===== src/rtl/bridge_route_pkg.sv =====
package bridge_route_pkg;

    localparam int ADDR_W = 32;
    localparam int IO_W   = 16;

    localparam logic [ADDR_W-1:0] VGA_MEM_LO = 32'h000A_0000;
    localparam logic [ADDR_W-1:0] VGA_MEM_HI = 32'h000B_FFFF;

    typedef enum logic { ROUTE_PRI = 1'b0, ROUTE_SEC = 1'b1 } route_e;

    typedef struct packed {
        logic vga_fwd;
        logic isa_carve;
        logic perr_resp;
    } ctrl_t;

    function automatic logic vga_mem_hit(input logic [ADDR_W-1:0] a);
        return (a >= VGA_MEM_LO) && (a <= VGA_MEM_HI);
    endfunction

    function automatic logic vga_io_hit(input logic [9:0] a);
        return ((a >= 10'h3B0) && (a <= 10'h3BB)) ||
               ((a >= 10'h3C0) && (a <= 10'h3DF));
    endfunction

    function automatic logic [7:0] pack_ctrl(input ctrl_t c);
        return {4'b1000, c.vga_fwd, c.isa_carve, 1'b0, c.perr_resp};
    endfunction

endpackage


===== src/rtl/bctrl_reg.sv =====
module bctrl_reg
    import bridge_route_pkg::*;
(
    input  logic       clk,
    input  logic       rst,
    input  logic       wr,
    input  logic [7:0] wdata,
    output logic [7:0] rdata,
    output ctrl_t      ctrl
);
    ctrl_t ctrl_q;

    always_ff @(posedge clk) begin
        if (rst) begin
            ctrl_q <= '0;
        end else if (wr) begin
            ctrl_q.vga_fwd   <= wdata[3];
            ctrl_q.isa_carve <= wdata[2];
            ctrl_q.perr_resp <= wdata[0];
        end
    end

    assign ctrl  = ctrl_q;
    assign rdata = pack_ctrl(ctrl_q);

    assert_write_lands_R2: assert property (@(posedge clk) disable iff (rst)
        wr |=> (rdata[3] == $past(wdata[3])) && (rdata[2] == $past(wdata[2]))
               && (rdata[0] == $past(wdata[0])));

    assert_hold_R2: assert property (@(posedge clk) disable iff (rst)
        !wr |=> $stable(rdata));

endmodule


===== src/rtl/window_cmp.sv =====
module window_cmp #(
    parameter int W = 16
) (
    input  logic [W-1:0] addr,
    input  logic [W-1:0] base,
    input  logic [W-1:0] limit,
    output logic         hit
);
    assign hit = (addr >= base) && (addr <= limit);

    always_comb begin
        if (base > limit) assert_empty_R10: assert (!hit);
    end
endmodule


===== src/rtl/vga_isa_router.sv =====
module vga_isa_router
    import bridge_route_pkg::*;
(
    input  logic              clk,
    input  logic              rst,
    input  logic              reg_wr,
    input  logic [7:0]        reg_wdata,
    output logic [7:0]        reg_rdata,
    input  logic              txn_valid,
    input  logic              txn_is_io,
    input  logic [ADDR_W-1:0] txn_addr,
    input  logic [IO_W-1:0]   io_base,
    input  logic [IO_W-1:0]   io_limit,
    input  logic [ADDR_W-1:0] mem_base,
    input  logic [ADDR_W-1:0] mem_limit,
    input  logic              sec_perr,
    input  logic              serr_en_a,
    input  logic              serr_en_b,
    output logic              route_valid,
    output logic              route_sec,
    output logic              serr_out
);
    ctrl_t  ctrl;
    logic   io_win_hit, mem_win_hit;
    logic   vga_claim, win_claim, carve;
    route_e route_d;
    logic   valid_q, serr_q;
    route_e route_q;

    bctrl_reg ctrl_i (
        .clk(clk), .rst(rst), .wr(reg_wr), .wdata(reg_wdata),
        .rdata(reg_rdata), .ctrl(ctrl)
    );

    window_cmp #(.W(IO_W)) io_win_i (
        .addr(txn_addr[IO_W-1:0]), .base(io_base), .limit(io_limit), .hit(io_win_hit)
    );

    window_cmp #(.W(ADDR_W)) mem_win_i (
        .addr(txn_addr), .base(mem_base), .limit(mem_limit), .hit(mem_win_hit)
    );

    always_comb begin
        carve = ctrl.isa_carve && (txn_addr[9:8] != 2'b00);
        if (txn_is_io) begin
            vga_claim = ctrl.vga_fwd && vga_io_hit(txn_addr[9:0]);
            win_claim = io_win_hit && !carve;
        end else begin
            vga_claim = ctrl.vga_fwd && vga_mem_hit(txn_addr);
            win_claim = mem_win_hit;
        end
        route_d = (vga_claim || win_claim) ? ROUTE_SEC : ROUTE_PRI;
    end

    always_ff @(posedge clk) begin
        if (rst) begin
            valid_q <= 1'b0;
            route_q <= ROUTE_PRI;
            serr_q  <= 1'b0;
        end else begin
            valid_q <= txn_valid;
            route_q <= txn_valid ? route_d : ROUTE_PRI;
            serr_q  <= sec_perr && ctrl.perr_resp && serr_en_a && serr_en_b;
        end
    end

    assign route_valid = valid_q;
    assign route_sec   = (route_q == ROUTE_SEC);
    assign serr_out    = serr_q;

    assert_idle_R11: assert property (@(posedge clk) disable iff (rst)
        !txn_valid |=> !route_valid && !route_sec);

    assert_vga_mem_R3: assert property (@(posedge clk) disable iff (rst)
        (txn_valid && !txn_is_io && ctrl.vga_fwd && txn_addr >= VGA_MEM_LO
         && txn_addr <= VGA_MEM_HI) |=> route_sec);

    assert_isa_carve_R7: assert property (@(posedge clk) disable iff (rst)
        (txn_valid && txn_is_io && !ctrl.vga_fwd && ctrl.isa_carve
         && txn_addr[9:8] != 2'b00) |=> !route_sec);

    assert_serr_gate_R9: assert property (@(posedge clk) disable iff (rst)
        (!ctrl.perr_resp || !serr_en_a || !serr_en_b || !sec_perr) |=> !serr_out);

endmodule


===== config.mk =====
export PLATFORM = sky130hd
export DESIGN_NAME = vga_isa_router
export DESIGN_NICKNAME = d
export VERILOG_FILES = /design/src/rtl/bridge_route_pkg.sv /design/src/rtl/bctrl_reg.sv /design/src/rtl/window_cmp.sv /design/src/rtl/vga_isa_router.sv
export SDC_FILE = /design/constraint.sdc
export NUM_CORES = 1
export LEC_CHECK = 0
export ABC_AREA = 1
export BUFFER_PORTS_ARGS = -buffer_cell sky130_fd_sc_hd__buf_2
export CORE_MARGIN = 2
export CORE_UTILIZATION = 36
export CTS_BUF_LIST = sky130_fd_sc_hd__clkbuf_16
export CTS_CLUSTER_SIZE = 12
export DETAILED_ROUTE_END_ITERATION = 16
export PLACE_DENSITY = 0.64
export SYNTH_ARGS = -nofsm -noshare
export SYNTH_HDL_FRONTEND = slang
export SYNTH_SLANG_ARGS = --single-unit

===== constraint.sdc =====
create_clock -name clk -period 3.28 [get_ports clk]
set_input_delay 0.328 -clock clk [delete_from_list [all_inputs] [get_ports clk]]
set_output_delay 0.328 -clock clk [all_outputs]
set_load 0.1 [all_outputs]

==> metrics.md, run 1 <==
| Metric | Value |
|---|---|
| Status | finished, final reports clean |
| Setup CP Type | in -> reg |
| Cells along the critical path | buf_2 > inv_1 > ha_1 > nand2_1 > nand3_1 > nand2_1 > nand2_1 > nand2_1 > nand2_1 > nand2_1 > nand2_1 > nand2_1 > nand2_1 > a21oi_1 > nor2_1 |
| Cell count of the worst hold path | 2 |
| CTS sink cnt | 6 |
| F_max | ~0.66 GHz |
| Final Max Tran Viols | 0 |
| Initial Util | a little under two fifths |
| DRC Markers | 0 |
| Ports | about 160 |
| Max Buffers Root-to-Sink | 2 |
| # resized after CTS | 0 |
| Crit-path slowest cell | ha_1 |
| Antenna violations before repair | 0 |
| Share of layout cells above drive strength 1 | between 20% and 30% |
| Crit path arrival time | between 1.5 and 2 ns |
| Post-DRT Antenna Nets | 0 |
| Row count | 32 |
| RR Endpoint | route_sec |
| Distinct cells, synth | 25 |
| Worst path top cell family by delay | simple AND/OR/NAND/NOR gates |
| Routability cong. | 0.843 |
| Total wire length | roughly 7500 um |
| Commonest register cell after synthesis | dfxtp_1 |
| Largest net degree at the start of global routing | 7 |
| Cell taking the most area after synthesis | ha_1 |
| Cts hold-fix bufs | 0 |
| Area grow syn2layout | 31.5% |
| Total number of vias | between 3,000 and 4,000 |
| Hold Slack | roughly 0.32 ns |
| Sequential element share of the synthesized area | under 10% |
| CTS buffer count | 3 |
| Power density cells | approximately 190 nW/um2 |
| Number of vias per cell | approximately 4.5 |
| CTS tree | done |
| Nets | 843 |
| DIE AREA | a little under 9000 um2 |
| Worst-skew pair later-pin latency | around 0.23 ns |
| RR Startpoint | ctrl_i.ctrl[2] |
| MaxCap Viol Count | 0 |
| Iter 0 DRT Violations | between 40 and 50 |
| Pleak | approximately 2.5 nW |
| Initial DRT Pass Iterations | 4 |
| Post-synth top area share | 42.1% |
| Most common cell on crit path | nand2_1 |
| RSZ-0062 raised after global routing | no |
| Critical Path Fanout Max | 4 |
| Setup Fix Bufs, Post-CTS | 0 |
| Post-synthesis cell count | ~460 |
| GRT overflow | 0 |
| Die X | roughly 93 um |
| VDD IR-drop max | ~150 uV |
| Post-synth EDFFs | 0 |
| Die height | between 90 and 100 um |
| Period Utilization, post-route | between 40 and 50% |
| # diodes | 0 |
| H-tree lvl count | 1 |
| Port Buffers | between 100 and 150 |
| Crit path capture type | register |
| Post-synth top cells | 115 x inv_1, 104 x nand2_1, 96 x ha_1, 45 x a21oi_1, 31 x nor2_1 |
| Mapped Area | roughly 2900 um2 |
| Skew final | between 0.003 and 0.004 ns |
| CTS root buffer | clkbuf_16 |
| Flop-to-flop setup slack | roughly 2.2 ns |
| Setup TNS | 0 ns |
| Post-DP HPWL | 6910 um |
| Type of the most critical hold path | in -> reg |
| Endpoints failing hold | 0 |
| Synth Area per Inst | roughly 6.3 um2 |
| WP data required | between 3 and 4 ns |
| Worst Reg2Reg Path Length in Cells | 6 |
| Count leader, synth | inv_1 |
| First-pass GRT wire length | 12,200 um |
| Min-delay src | rst |
| Vias in the first global route | between 3,000 and 4,000 |
| Worst hold endpoint | ctrl_i.ctrl[2] |
| Synth area leaders | ha_1 42%, inv_1 15%, nand2_1 14%, a21oi_1 7.9%, dfxtp_1 4.2% |
| Syn. warnings | 0 |
| GRT Overall Usage | between 15 and 20% |
| Final Util | between 40% and 50% |
| Synth Register Bits | 6 |
| DR WL/cell | 10.6 um |
| Asr flop ratio synth | 0% |
| Buf/Inv on CP | 2 |
| Crit path launch type | input pin |
| Post-layout min period | about 1.5 ns |
| Core area | 7690 um2 |
| Final setup vio count | 0 |
| Reg clk slew, reported paths | 0.03 ns |
| Critical path's largest stage delay | 0.25 ns |
-- flip-flops by register name, summed over array words and instances (netlist names) --
register and flops:
ctrl_i.ctrl 3, route_sec 1, route_valid 1, serr_out 1
-- how the worst max path moves through the flow --
stage | from | end | slack (ns) | cells after the start
floorplan | ctrl_i.ctrl[2] | route_sec | 1.68 | 6
CTS | txn_addr[0] | route_sec | 1.72 | 15
finish | txn_addr[0] | route_sec | 1.77 | 15
global placement | txn_addr[0] | route_sec | 1.53 | 15
detailed placement | txn_addr[0] | route_sec | 1.49 | 15
global route | txn_addr[0] | route_sec | 1.60 | 15
-- cells by family (layout without fill, tap and decap cells) --
family / after synthesis / in the layout / synth area share [%]
other cells: 2 / 5 / 0.263
compound gates: 68 / 68 / 13.1
fa+ha+maj: 96 / 96 / 42.1
buf+inv: 124 / 266 / 17.0
simple gates: 160 / 160 / 23.3
flops: 6 / 6 / 4.21
-- cell type report --
type | instances | area [um2]
clock buffer | 3 | 75.1
fill | 830 | 3940
sequential | 6 | 120
multi-input combinational | 329 | 2260
timing repair buffer | 144 | 721
inverter | 119 | 447
tap | 102 | 128
-- stage by stage --
stage / area [um2] / setup slack (ns) / power, W / std cells
after detailed placement: 3670 / 1.49 / 0.000522 / 700
final: 3750 / 1.77 / 0.000712 / 703
after global routing: 3750 / 1.60 / 0.000790 / 703
after floorplan: 2860 / 1.68 / 0.000364 / 459
after CTS: 3750 / 1.72 / 0.000721 / 703
after global placement: 3670 / 1.53 / 0.000508 / 700
-- report_power, final --
part           switching, W  internal, W  leakage, nW
Sequential       0.00000213    0.0000769       0.0493
Clock             0.0000387     0.000156       0.0370
Combinational      0.000255     0.000183         2.40
-- placed cells by master (no fill, tap or decap), types with 5 or more instances in the layout --
| cell | synthesis | final |
|---|---|---|
| buf_2 | 0 | 144 |
| inv_1 | 115 | 115 |
| o21a_1 | 5 | 5 |
| o21ai_1 | 5 | 5 |
| dfxtp_1 | 6 | 6 |
| a21oi_1 | 45 | 45 |
| nor2_1 | 31 | 31 |
| nand3_1 | 9 | 9 |
| o21ai_0 | 6 | 6 |
| conb_1 | 2 | 5 |
| ha_1 | 96 | 96 |
| nand2_1 | 104 | 104 |
| nand4_1 | 8 | 8 |
-- metal layers --
layer  vias up  part of all wire, %  track usage, %
li1       1736                    -               -
met1      1328                   44            20.6
met2        99                   48            31.5
met3         6                  6.7            2.42
met4         0                 0.87            2.94
met5         -                    0               0
-- worst register-to-register path, delay by kind of cell, from the launching register on --
kind,cells,cell delay (ns)
AOI/OAI and AO/OA,1,0.04
DFF,1,0.37
and+or+nand+nor,5,0.62
(Power assumes the default switching activity.)
==> run 2, diff against run 1 <==
==> constraint.sdc (replaced) <==
create_clock -name clk -period 1.54 [get_ports clk]
set_input_delay 0.154 -clock clk [delete_from_list [all_inputs] [get_ports clk]]
set_output_delay 0.154 -clock clk [all_outputs]
set_load 0.1 [all_outputs]
==> metrics.md, run 2 (synthesized netlist as in run 1, its figures left out) <==
| Metric | Value |
|---|---|
| Buf/Inv on CP | 2 (unchanged) |
| Total wire length | 7480 um (+0.35%) |
| Total power | 0.00152 W (+110%) |
| Ports | 155 (unchanged) |
| Period Utilization, post-route | approximately 86% |
| Status | finished, final reports clean |
| Crit path capture type | register |
| Worst path top cell family by delay | simple AND/OR/NAND/NOR gates |
| CTS sink cnt | 6 (unchanged) |
| Final Max Tran Viols | 0 (unchanged) |
| Met3 usage | 1.77% (-0.64 points) |
| Type of the most critical hold path | in -> reg |
| Critical path's largest stage delay | 0.25 ns (about the same) |
| Endpoints failing hold | 0 (unchanged) |
| Critical Path Fanout Max | 4 (unchanged) |
| Share of layout cells above drive strength 1 | 26.4% (+0.90 points) |
| Pleak | 2.52 nW (+1.2%) |
| Crit-path slowest cell | ha_1 |
| DIE AREA | 8650 um2 (unchanged) |
| Post-layout min period | between 1 and 1.5 ns |
| Setup Fix Bufs, Post-CTS | 0 (unchanged) |
| Reg clk slew, reported paths | 0.03 ns (about the same) |
| DR WL/cell | 10.6 um (-0.50%) |
| Met2 Track Usage GR | 33.6% (+2.1 points) |
| Skew final | 0.000960 ns (-0.00301 ns) |
| Cells along the critical path | buf_2 > inv_1 > ha_1 > nand2_1 > nand3_1 > nand2_1 > nand2_1 > nand2_1 > nand2_1 > nand2_1 > nand2_1 > nand2_1 > nand2_1 > a21oi_1 > nor2_1 |
| Area grow syn2layout | 33.1% |
| Core area | 7690 um2 (unchanged) |
| CTS buffer count | 3 (unchanged) |
| Vias in the first global route | 3,209 (+6.8%) |
| Cts hold-fix bufs | 0 (unchanged) |
| Die height | 93 um (unchanged) |
| Nets | 849 (+0.71%) |
| MaxCap Viol Count | 0 (unchanged) |
| Max Buffers Root-to-Sink | 2 (unchanged) |
| CTS tree | done |
| Setup TNS | 0 ns (unchanged) |
| H-tree lvl count | 1 (unchanged) |
| Iter 0 DRT Violations | 52 (+27%) |
| Final setup vio count | 0 (unchanged) |
| Total number of vias | 3,234 (+2.1%) |
| WP data required | 1.65 ns (-1.74 ns) |
| # diodes | 0 (unchanged) |
| Initial Util | 37.1% (unchanged) |
| Largest net degree at the start of global routing | 7 (unchanged) |
| Antenna violations before repair | 0 (unchanged) |
| F_max | 0.757 GHz |
| # resized after CTS | 0 (unchanged) |
| Grt met1 use | 20.4% (-0.25 points) |
| Row count | 32 (unchanged) |
| GRT Max-Usage Layer | met2 |
| Flop-to-flop setup slack | 0.42 ns (-1.75 ns) |
| First-pass GRT wire length | 12,700 um (+3.9%) |
| Commonest non-fill, non-tap cell in the layout | buf_2 |
| Port Buffers | 144 (unchanged) |
| Number of vias per cell | 4.56 (+1.2%) |
| GRT Overall Usage | 17.3% (+0.45 points) |
| VDD IR-drop max | 310 uV (+110%) |
| DRC Markers | 0 (unchanged) |
| Power density cells | 402 nW/um2 (+110%) |
| Post-DRT Antenna Nets | 0 (unchanged) |
| Most frequent cells in the layout | 144 x buf_2, 115 x inv_1, 104 x nand2_1 |
| Routability cong. | 0.849 (+0.64%) |
| Die X | 93 um (unchanged) |
| Crit path arrival time | 1.43 ns (-0.20 ns) |
| Number of flip-flops in the largest register | 3 (unchanged) |
| CTS root buffer | clkbuf_16 |
| Initial DRT Pass Iterations | 4 (unchanged) |
| Hold Slack | 0.146 ns (-0.174 ns) |
| GRT overflow | 0 (unchanged) |
| RSZ-0062 raised after global routing | no |
| Post-DP HPWL | 7060 um (+2.1%) |
| Setup CP Type | in -> reg |
| Worst-skew pair later-pin latency | 0.22 ns (about the same) |
| Most common cell on crit path | nand2_1 |
| Crit path launch type | input pin |
-- run 2: changes by cell type in the layout (fill, tap and decap cells not counted) --
| cell | before | now |
|---|---|---|
| dfxtp_2 | 0 | 1 |
| buf_4 | 0 | 6 |
| dfxtp_1 | 6 | 5 |
-- run 2: final timing paths --
path	from	cells after the start	end
hold / removal	rst	2	ctrl_i.ctrl[2]
setup reg to reg	ctrl_i.ctrl[2]	6	route_sec
setup / recovery	txn_addr[0]	15	route_sec
hold reg to reg	ctrl_i.ctrl[0]	2	serr_out
-- run 2: cell type report --
| class | count | area, um2 |
|---|---|---|
| tap | 102 | 128 |
| timing repair buffer | 150 | 766 |
| inverter | 119 | 447 |
| clock buffer | 3 | 75.1 |
| multi-input combinational | 329 | 2260 |
| sequential | 6 | 121 |
| fill | 852 | 3890 |
-- run 2: power breakdown --
part / leakage (nW) / switching [W] / internal [W]
sequential: 0.0497 / 0.00000442 / 0.000164
combinational: 2.43 / 0.000549 / 0.000401
clock: 0.0370 / 0.0000736 / 0.000332
total: 2.52 / 0.000627 / 0.000897
-- run 2: through the flow --
stage / setup WS, ns / cell area [um2] / utilization, % / instances
after CTS: 0.197 / 3790 / 49.4 / 709
after floorplan: 0.0393 / 2860 / - / 459
after global routing: 0.0239 / 3790 / 49.4 / 709
after global placement: 0.0000897 / 3720 / 48.4 / 706
final: 0.220 / 3790 / 49.4 / 709
after detailed placement: -0.0301 / 3720 / 48.4 / 706
-- run 2: per-layer routing --
metal  vias to the layer above  share of wire [%]
met3                        10                6.5
met5                         -                  0
met4                         0                1.3
li1                       1752                  -
met1                      1379                 43
met2                        93                 49
==> run 3, diff against run 2 <==
==> constraint.sdc (replaced) <==
create_clock -name clk -period 1.63 [get_ports clk]
set_input_delay 0.163 -clock clk [delete_from_list [all_inputs] [get_ports clk]]
set_output_delay 0.163 -clock clk [all_outputs]
set_load 0.1 [all_outputs]
==> metrics.md, run 3 (synthesized netlist as in run 1, its figures left out) <==
| Metric | Value |
|---|---|
| Crit path launch type | input pin |
| Port Buffers | 144 (unchanged) |
| Endpoints failing hold | 0 (unchanged) |
| Cts hold-fix bufs | 0 (unchanged) |
| Ports | 155 (unchanged) |
| Type of the most critical hold path | in -> reg |
| CTS tree | done |
| Total wire length | 7380 um (-1.4%) |
| Reg clk slew, reported paths | 0.03 ns (about the same) |
| Iter 0 DRT Violations | 44 (-15%) |
| Routability cong. | 0.813 (-4.2%) |
| Setup TNS | 0 ns (unchanged) |
| CTS root buffer | clkbuf_16 |
| F_max | roughly 0.74 GHz |
| Max Buffers Root-to-Sink | 2 (unchanged) |
| Core area | 7690 um2 (unchanged) |
| Pleak | 2.49 nW (-1.2%) |
| Number of flip-flops in the largest register | 3 (unchanged) |
| Final Max Tran Viols | 0 (unchanged) |
| DR WL/cell | 10.5 um (-0.56%) |
| Initial DRT Pass Iterations | 4 (unchanged) |
| Crit path capture type | register |
| Area grow syn2layout | 31.5% |
| Power density cells | 382 nW/um2 (-4.9%) |
| Worst-skew pair later-pin latency | 0.23 ns (about the same) |
| Setup Fix Bufs, Post-CTS | 0 (unchanged) |
| Initial Util | 37.1% (unchanged) |
| Share of layout cells above drive strength 1 | 25.5% (-0.90 points) |
| Pre-CTS WS | 0.0275 ns (+0.0576 ns) |
| Die height | 93 um (unchanged) |
| Status | finished, final reports clean |
| DRC Markers | 0 (unchanged) |
| Post-layout min period | ~1.4 ns |
| Antenna violations before repair | 0 (unchanged) |
| CTS sink cnt | 6 (unchanged) |
| # diodes | 0 (unchanged) |
| Commonest non-fill, non-tap cell in the layout | buf_2 |
| Row count | 32 (unchanged) |
| DIE AREA | 8650 um2 (unchanged) |
| Period Utilization, post-route | 83.1% |
| First-pass GRT wire length | 12,000 um (-5.5%) |
| VDD IR-drop max | 218 uV (-30%) |
| MaxCap Viol Count | 0 (unchanged) |
| Crit path arrival time | 1.47 ns (+0.04 ns) |
| Post-DRT Antenna Nets | 0 (unchanged) |
| GRT Overall Usage | 16.7% (-0.62 points) |
| Skew final | 0.00119 ns (+0.000229 ns) |
| Number of vias per cell | 4.50 (-1.4%) |
| Total number of vias | 3,161 (-2.3%) |
| H-tree lvl count | 1 (unchanged) |
| Post-DP HPWL | 6890 um (-2.5%) |
| Setup CP Type | in -> reg |
| Largest net degree at the start of global routing | 7 (unchanged) |
| Most frequent cells in the layout | 144 x buf_2, 115 x inv_1, 104 x nand2_1 |
| Nets | 843 (-0.71%) |
| Vias in the first global route | 2,920 (-9.0%) |
| GRT overflow | 0 (unchanged) |
| Critical Path Fanout Max | 4 (unchanged) |
| Final setup vio count | 0 (unchanged) |
| WP data required | 1.75 ns (+0.10 ns) |
| CTS buffer count | 3 (unchanged) |
| RSZ-0062 raised after global routing | no |
| # resized after CTS | 0 (unchanged) |
| Setup slack after layout | 0.275 ns (+0.0556 ns) |
| Die X | 93 um (unchanged) |
-- run 3: changes by cell type in the layout (fill, tap and decap cells not counted) --
cell     previous run  this run
dfxtp_2             1         0
dfxtp_1             5         6
buf_4               6         0
-- run 3: metal layers --
layer  routed length, um  GRT usage [%]
met1                3240           20.5
met2                3630           31.4
met3                 436           1.77
met4                  72           3.19
met5                   0              0
-- run 3: layout make-up --
class	instances	area [um2]
Fill cell	843	3940
Tap cell	102	128
Clock buffer	3	75.1
Multi-Input combinational cell	329	2260
Sequential cell	6	120
Timing Repair Buffer	144	721
Inverter	119	447
-- run 3: worst paths after layout --
check | startpoint | end | slack [ns] | cells past startpoint
max | txn_addr[0] | route_sec | 0.28 | 15
min | rst | ctrl_i.ctrl[2] | 0.16 | 2
max reg2reg | ctrl_i.ctrl[2] | route_sec | 0.51 | 6
min reg2reg | ctrl_i.ctrl[0] | serr_out | 0.47 | 2
-- run 3: critical path, cell delays in order --
cell,delay [ns]
buf_2,0.09
inv_1,0.14
ha_1,0.26
nand2_1,0.06
nand3_1,0.09
nand2_1,0.07
nand2_1,0.07
nand2_1,0.06
nand2_1,0.07
nand2_1,0.06
nand2_1,0.05
nand2_1,0.05
nand2_1,0.04
a21oi_1,0.16
nor2_1,0.05
-- run 3: power breakdown --
group,internal [W],leakage [nW],switching (W)
registers,0.000155,0.0493,0.00000434
logic,0.000369,2.40,0.000511
clock network,0.000314,0.0370,0.0000789
total,0.000838,2.49,0.000594
-- run 3: per-stage QoR --
step / hold slack [ns] / utilization, % / area, um2 / instances / power [W]
6_report: 0.156 / 48.8 / 3750 / 703 / 0.00143
5_1_grt: 0.176 / 48.8 / 3750 / 703 / 0.00159
4_1_cts: 0.155 / 48.8 / 3750 / 703 / 0.00146
3_5_place_dp: 0.390 / 47.8 / 3670 / 700 / 0.00105
3_3_place_gp: 0.388 / 47.8 / 3670 / 700 / 0.00102
2_1_floorplan: 0.232 / - / 2860 / 459 / 0.000733
